### src/rtl/gpsel_pkg.sv
package gpsel_pkg;

  // Function codes of the pin; the numeric values are decoded by the mux
  typedef enum logic [2:0] {
    FN_INPUT  = 3'b000,
    FN_RSVD   = 3'b001,
    FN_TEMP   = 3'b010,
    FN_AMUTE  = 3'b011,
    FN_PLLCLK = 3'b100,
    FN_LOCK   = 3'b101,
    FN_LOW    = 3'b110,
    FN_HIGH   = 3'b111
  } fn_sel_e;

  localparam int unsigned FN_W = 3;

endpackage

### src/rtl/gpsel_rst_sync.sv
module gpsel_rst_sync #(
  parameter int unsigned STAGES = 2
) (
  input  logic clk,
  input  logic rst_n,
  output logic rst_sync_n
);

  logic [STAGES-1:0] chain_q;
  logic [STAGES-1:0] chain_d;

  always_comb begin
    chain_d = {chain_q[STAGES-2:0], 1'b1};
  end

  always_ff @(posedge clk or negedge rst_n) begin
    if (!rst_n) begin
      chain_q <= '0;
    end else begin
      chain_q <= chain_d;
    end
  end

  assign rst_sync_n = chain_q[STAGES-1];

endmodule

### src/rtl/gpsel_cfg_reg.sv
module gpsel_cfg_reg
  import gpsel_pkg::*;
#(
  parameter int unsigned DIV_W    = 2,
  parameter logic [2:0]  RST_FSEL = 3'b000,
  parameter logic        RST_INV  = 1'b0
) (
  input  logic             clk,
  input  logic             rst_n,
  input  logic             we,
  input  logic [FN_W-1:0]  fsel_in,
  input  logic             inv_in,
  input  logic [DIV_W-1:0] div_in,
  output fn_sel_e          fsel_q,
  output logic             inv_q,
  output logic [DIV_W-1:0] div_q
);

  fn_sel_e          fsel_d;
  logic             inv_d;
  logic [DIV_W-1:0] div_d;

  // Next-state: load on the write strobe, otherwise hold
  always_comb begin
    fsel_d = fsel_q;
    inv_d  = inv_q;
    div_d  = div_q;
    if (we) begin
      fsel_d = fn_sel_e'(fsel_in);
      inv_d  = inv_in;
      div_d  = div_in;
    end
  end

  always_ff @(posedge clk or negedge rst_n) begin
    if (!rst_n) begin
      fsel_q <= fn_sel_e'(RST_FSEL);
      inv_q  <= RST_INV;
      div_q  <= '0;
    end else begin
      fsel_q <= fsel_d;
      inv_q  <= inv_d;
      div_q  <= div_d;
    end
  end

endmodule

### src/rtl/gpsel_clk_div.sv
module gpsel_clk_div #(
  parameter int unsigned DIV_W = 2
) (
  input  logic             clk,
  input  logic             rst_n,
  input  logic [DIV_W-1:0] ratio_code,
  output logic             div_o,
  output logic [DIV_W-1:0] cnt_o,
  output logic [DIV_W-1:0] ratio_o
);

  localparam int unsigned HW = DIV_W + 1;

  logic [DIV_W-1:0] cnt_q,   cnt_d;
  logic [DIV_W-1:0] ratio_q, ratio_d;
  logic             wrap;
  logic [HW-1:0]    period;
  logic [HW-1:0]    half;
  logic             phase;

  // Period is ratio+1 cycles; the counter runs 0..ratio
  always_comb begin
    period  = {1'b0, ratio_q} + HW'(1);
    half    = period >> 1;
    wrap    = (cnt_q == ratio_q);
    cnt_d   = wrap ? '0 : cnt_q + DIV_W'(1);
    // A new ratio is only adopted as the period ends
    ratio_d = wrap ? ratio_code : ratio_q;
    phase   = ({1'b0, cnt_q} < half);
  end

  always_ff @(posedge clk or negedge rst_n) begin
    if (!rst_n) begin
      cnt_q   <= '0;
      ratio_q <= '0;
    end else begin
      cnt_q   <= cnt_d;
      ratio_q <= ratio_d;
    end
  end

  // Ratio 0 means divide by 1: the clock itself is passed on
  assign div_o   = (ratio_q == '0) ? clk : phase;
  assign cnt_o   = cnt_q;
  assign ratio_o = ratio_q;

endmodule

### src/rtl/gpsel_src_mux.sv
module gpsel_src_mux
  import gpsel_pkg::*;
(
  input  fn_sel_e fsel,
  input  logic    inv,
  input  logic    mode_3w,
  input  logic    temp_ok,
  input  logic    amute_act,
  input  logic    pll_lock,
  input  logic    pll_div,
  output logic    pin_oe,
  output logic    pin_do,
  output logic    in_cs,
  output logic    in_jack
);

  logic src_val;
  logic src_drv;

  always_comb begin
    src_val = 1'b0;
    src_drv = 1'b0;
    unique case (fsel)
      FN_INPUT:  begin src_val = 1'b0;      src_drv = 1'b0; end
      FN_RSVD:   begin src_val = 1'b0;      src_drv = 1'b0; end
      FN_TEMP:   begin src_val = temp_ok;   src_drv = 1'b1; end
      FN_AMUTE:  begin src_val = amute_act; src_drv = 1'b1; end
      FN_PLLCLK: begin src_val = pll_div;   src_drv = 1'b1; end
      FN_LOCK:   begin src_val = pll_lock;  src_drv = 1'b1; end
      FN_LOW:    begin src_val = 1'b0;      src_drv = 1'b1; end
      FN_HIGH:   begin src_val = 1'b1;      src_drv = 1'b1; end
    endcase
  end

  // The 3-wire mode overrides every function code
  always_comb begin
    pin_oe  = src_drv & ~mode_3w;
    pin_do  = pin_oe & (src_val ^ inv);
    in_cs   = mode_3w;
    in_jack = ~mode_3w & (fsel == FN_INPUT);
  end

endmodule

### src/rtl/gpsel_out_sel.sv
module gpsel_out_sel
  import gpsel_pkg::*;
#(
  parameter int unsigned DIV_W    = 2,
  parameter int unsigned SYNC_N   = 2,
  parameter logic [2:0]  RST_FSEL = 3'b000,
  parameter logic        RST_INV  = 1'b0
) (
  input  logic             clk,
  input  logic             rst_n,
  input  logic             mode_3w,
  input  logic             cfg_we,
  input  logic [2:0]       cfg_fsel,
  input  logic             cfg_inv,
  input  logic [DIV_W-1:0] cfg_div,
  input  logic             temp_ok,
  input  logic             amute_act,
  input  logic             pll_lock,
  output logic             pin_oe,
  output logic             pin_do,
  output logic             in_cs,
  output logic             in_jack
);

  logic             rst_sync_n;
  fn_sel_e          fsel_q;
  logic             inv_q;
  logic [DIV_W-1:0] div_q;
  logic             pll_div;
  logic [DIV_W-1:0] div_cnt;
  logic [DIV_W-1:0] div_ratio;

  gpsel_rst_sync #(.STAGES(SYNC_N)) u_rst (
    .clk        (clk),
    .rst_n      (rst_n),
    .rst_sync_n (rst_sync_n)
  );

  gpsel_cfg_reg #(
    .DIV_W    (DIV_W),
    .RST_FSEL (RST_FSEL),
    .RST_INV  (RST_INV)
  ) u_cfg (
    .clk     (clk),
    .rst_n   (rst_sync_n),
    .we      (cfg_we),
    .fsel_in (cfg_fsel),
    .inv_in  (cfg_inv),
    .div_in  (cfg_div),
    .fsel_q  (fsel_q),
    .inv_q   (inv_q),
    .div_q   (div_q)
  );

  gpsel_clk_div #(.DIV_W(DIV_W)) u_div (
    .clk        (clk),
    .rst_n      (rst_sync_n),
    .ratio_code (div_q),
    .div_o      (pll_div),
    .cnt_o      (div_cnt),
    .ratio_o    (div_ratio)
  );

  gpsel_src_mux u_mux (
    .fsel      (fsel_q),
    .inv       (inv_q),
    .mode_3w   (mode_3w),
    .temp_ok   (temp_ok),
    .amute_act (amute_act),
    .pll_lock  (pll_lock),
    .pll_div   (pll_div),
    .pin_oe    (pin_oe),
    .pin_do    (pin_do),
    .in_cs     (in_cs),
    .in_jack   (in_jack)
  );

endmodule

### config.mk
export PLATFORM = sky130hd
export DESIGN_NAME = gpsel_out_sel
export DESIGN_NICKNAME = d
export VERILOG_FILES = /design/src/rtl/gpsel_pkg.sv /design/src/rtl/gpsel_rst_sync.sv /design/src/rtl/gpsel_cfg_reg.sv /design/src/rtl/gpsel_clk_div.sv /design/src/rtl/gpsel_src_mux.sv /design/src/rtl/gpsel_out_sel.sv
export SDC_FILE = /design/constraint.sdc
export NUM_CORES = 1
export LEC_CHECK = 0
export ABC_CLOCK_PERIOD_IN_PS = 2300
export BUFFER_PORTS_ARGS = -buffer_cell sky130_fd_sc_hd__buf_4
export CORE_MARGIN = 2
export CORE_UTILIZATION = 40
export DETAILED_ROUTE_END_ITERATION = 10
export GPL_ROUTABILITY_DRIVEN = 1
export PLACE_DENSITY = 0.7
export SYNTH_ARGS = -nofsm -noshare
export SYNTH_HDL_FRONTEND = slang
export SYNTH_SLANG_ARGS = --single-unit
### constraint.sdc
create_clock -name clk -period 2.3 [get_ports clk]
set_clock_uncertainty 0.1 [all_clocks]
set_input_delay 0.46 -clock clk [delete_from_list [all_inputs] [get_ports clk]]
set_output_delay 0.46 -clock clk [all_outputs]
set_load 0.005 [all_outputs]
==> results.cfg <==
[run_status]
status = finished, violations left
violated_checks = negative setup slack

[setup_path]
arrival_worst_endpoint_ns = 2.12
cell_family_contributing_the_most_delay_on_the_critical_path = compound AO/OA/AOI/OAI gates
cpPeakStageDelay_ns = 0.38
worst_flop_to_flop_path_endpoint = u_div.ratio_o[0]$_DFFE_PN0N_
reg2reg_depth = 6
crit_start = u_div.ratio_o[1]$_DFFE_PN0N_
critical_path.cell_chain = ha_2, inv_2, ha_4, clkinvlp_2, o311a_1, a21oi_2, mux2i_1, buf_4
critical_path.n_buffers_inverters = 3
timing.rr.start = u_div.ratio_o[1]$_DFFE_PN0N_
critical_path_peak_fanout = 3
crit_path_end_kind = output pin
reg2reg_slack_ns = 0.93
timing.critical_path.required_ns = 1.74
crit_path_top_delay_cell = sky130_fd_sc_hd__dfrtp_1
critPathLaunchType = flop
critical_path.endpoint = pin_do
critical_path_cell_count = 8
worstSetupPathType = flop to output pin

[cts]
clk_latency_ns = 0.37
tritoncts = done
clk_transition_reported_paths_ns = 0.08

[floorplan]
num_io_pins = 17
rows = 14
die_x_um = 43.23
height_of_the_chip_um = 43.23
floorplan.initialDensity_pct = 41.84
coreArea_um2 = 1471
design.die.area_um2 = 1869

[pwr]
power_density_nw_per_um2 = 993.8
power.ir.vdd_worst_mv = 0.5641
leakagePower_nw = 0.4173
totalPowerFinal_uw = 853.0

[finish]
layout-area-overhead-vs-synth_pct = 39.43
layout.nets = 103
layout-drive-gt1-share_pct = 43.02
antenna_diode_count = 0

[drt]
iter_0_drt_violations = 10
wl_per_cell_um = 12.92
met3RoutedLength_um = 61
detail_route.vias_per_cell = 5.294
met1_length_um = 543
drtPass1Iterations = 4
routed_wl_um = 1318
wl_met2_um = 698
route.antenna.remaining_nets = 0
drc = 0
dr_total_vias = 540
highest-signal-layer = met4

[global_routing]
overflow = 0
largest_net_degree_at_the_start_of_global_routing = 11
first_global_vias = 587
initial_antenna_violation_count = 0
track_usage_pct = 18.57
first_pass_grt_wire_length_um = 2256

[synthesis]
netlist.area_leader.share_pct = 48.78
synth_area_um2 = 615.6
ys_warn_count = 0
cell_taking_the_most_area_after_synthesis = sky130_fd_sc_hd__dfrtp_1
syn_area_per_cell_um2 = 10.26
yosys.cell_types.count = 24
post_synth_inst_count = 60
synthesized_netlist_net_count = 76
synth-seq-cells = 12
sequential_area_share_after_synthesis_pct = 48.78
netlist_top_cells_area = sky130_fd_sc_hd__dfrtp_1 49%, sky130_fd_sc_hd__mux2_2 9.1%, sky130_fd_sc_hd__ha_1 6.1%

[sta]
max_freq_ghz = 0.3734
setup_viol = 1
period_needed_ns = 2.678
setup_repair_after_global_routing_missed_its_margin = yes
final_min_period_over_clock_period_pct = 116.4
setup_slack_ns = -0.3781
setup_tns_ns = -0.3781
timing.hold.ws_ns = 0.05118
timing.final.max_slew_violations = 0
finalHoldViolCount = 0

[place]
io_buffers = 16
finalWeightedCongestion = 0.7389
placement.setup.worst_slack_ns = 0.01217
post-dp-hpwl_um = 872.2

[worst_hold_path]
hold_path_class = flop to async pin

[run]
timing.max_cap.violations = 0
==> state kept, by name (all words and copies together) (netlist names) <==
signal and cells:
u_cfg.inv_q 1, u_cfg.fsel_q 3, u_cfg.div_q 2, u_rst.chain_q 2, u_div.cnt_o 2, u_div.ratio_o 2
==> cell usage after synthesis <==
| cell type | instances |
|---|---|
| sky130_fd_sc_hd__dfrtp_1 | 12 |
| sky130_fd_sc_hd__o21ai_0 | 6 |
| sky130_fd_sc_hd__a21oi_1 | 5 |
| sky130_fd_sc_hd__inv_1 | 5 |
| sky130_fd_sc_hd__mux2_2 | 5 |
| sky130_fd_sc_hd__nand2_1 | 4 |
| sky130_fd_sc_hd__ha_1 | 3 |
| sky130_fd_sc_hd__nor2_1 | 3 |
| sky130_fd_sc_hd__nand3_1 | 2 |
| sky130_fd_sc_hd__a21oi_2 | 1 |
| sky130_fd_sc_hd__buf_4 | 1 |
| sky130_fd_sc_hd__clkbuf_1 | 1 |
| sky130_fd_sc_hd__clkinvlp_2 | 1 |
| sky130_fd_sc_hd__conb_1 | 1 |
| sky130_fd_sc_hd__mux2i_1 | 1 |
| sky130_fd_sc_hd__nand4bb_1 | 1 |
| sky130_fd_sc_hd__nor2b_1 | 1 |
| sky130_fd_sc_hd__nor4_1 | 1 |
| sky130_fd_sc_hd__o211ai_1 | 1 |
| sky130_fd_sc_hd__o21bai_1 | 1 |
| sky130_fd_sc_hd__o311a_1 | 1 |
| sky130_fd_sc_hd__or3_1 | 1 |
| sky130_fd_sc_hd__xnor2_1 | 1 |
| sky130_fd_sc_hd__xor2_1 | 1 |
==> how the worst min path moves through the flow <==
stage | slack (ns) | depth (start not counted) | endpoint | start
finish | 0.05 | 0 | u_div.ratio_o[0]$_DFFE_PN0N_ | u_rst.chain_q[1]$_DFF_PN0_
global route | 0.11 | 0 | u_div.ratio_o[0]$_DFFE_PN0N_ | u_rst.chain_q[1]$_DFF_PN0_
CTS | 0.07 | 0 | u_div.ratio_o[0]$_DFFE_PN0N_ | u_rst.chain_q[1]$_DFF_PN0_
detailed placement | 0.08 | 0 | u_cfg.div_q[1]$_DFFE_PN0P_ | u_rst.chain_q[1]$_DFF_PN0_
global placement | 0.07 | 0 | u_cfg.fsel_q[0]$_DFFE_PN0P_ | u_rst.chain_q[1]$_DFF_PN0_
floorplan | 0.02 | 0 | u_cfg.div_q[0]$_DFFE_PN0P_ | u_rst.chain_q[1]$_DFF_PN0_
==> cell usage in the layout (no fill, tap or decap), types with 2 or more instances in the layout <==
cell type and instances:
sky130_fd_sc_hd__clkbuf_4 6, sky130_fd_sc_hd__inv_1 4, sky130_fd_sc_hd__nand3_1 2, sky130_fd_sc_hd__nand2_1 4
sky130_fd_sc_hd__nor2_1 3, sky130_fd_sc_hd__o21ai_0 6, sky130_fd_sc_hd__a21oi_1 5, sky130_fd_sc_hd__mux2_2 5
sky130_fd_sc_hd__buf_4 20, sky130_fd_sc_hd__dfrtp_1 12
==> power by group <==
part / total, mW / switching (mW) / internal [mW]
Clock: 0.256 / 0.0917 / 0.165
Combinational: 0.290 / 0.138 / 0.152
Sequential: 0.307 / 0.0521 / 0.255
==> timing repair <==
item	in CTS	in global routing
gates resized for setup	0	4
hold endpoints to repair	2	0
buffers inserted	1	1
setup endpoints to repair	4	4
pin swaps	2	1
gates cloned	0	0
hold buffers	1	0
==> stage by stage <==
step	util (%)	instances	instance area (µm²)
2_1_floorplan	-	60	615.6
3_3_place_gp	51.62	92	759.5
3_5_place_dp	51.62	92	759.5
4_1_cts	56.80	101	835.8
5_1_grt	58.33	102	858.3
6_report	58.33	102	858.3
==> cell families (layout without fill, tap and decap cells) <==
| logic type | after synthesis | count (layout) | synth area share (%) |
|---|---|---|---|
| flip-flops | 12 | 12 | 48.78 |
| adder cells (fa/ha/maj) | 3 | 3 | 6.098 |
| other | 1 | 1 | 0.6092 |
| AND/OR/NAND/NOR | 13 | 13 | 10.77 |
| AO/OA/AOI/OAI | 15 | 15 | 14.43 |
| buffers and inverters | 8 | 34 | 5.690 |
| multiplexers | 6 | 6 | 10.77 |
| XOR/XNOR | 2 | 2 | 2.846 |
==> final cells by class <==
class	count	area, µm²
Clock buffer	8	66.31
Sequential cell	12	300.3
Timing Repair Buffer	20	152.6
Tap cell	16	20.02
Fill cell	136	613.1
Inverter	6	23.77
Multi-Input combinational cell	40	295.3
==> metal layers <==
| layer | GRT usage [%] | vias up |
|---|---|---|
| met3 | 9.787 | 2 |
| met4 | 20.00 | 0 |
| li1 | - | 257 |
| met5 | 0 | - |
| met1 | 15.57 | 266 |
| met2 | 28.96 | 15 |
(Power assumes the default switching activity.)
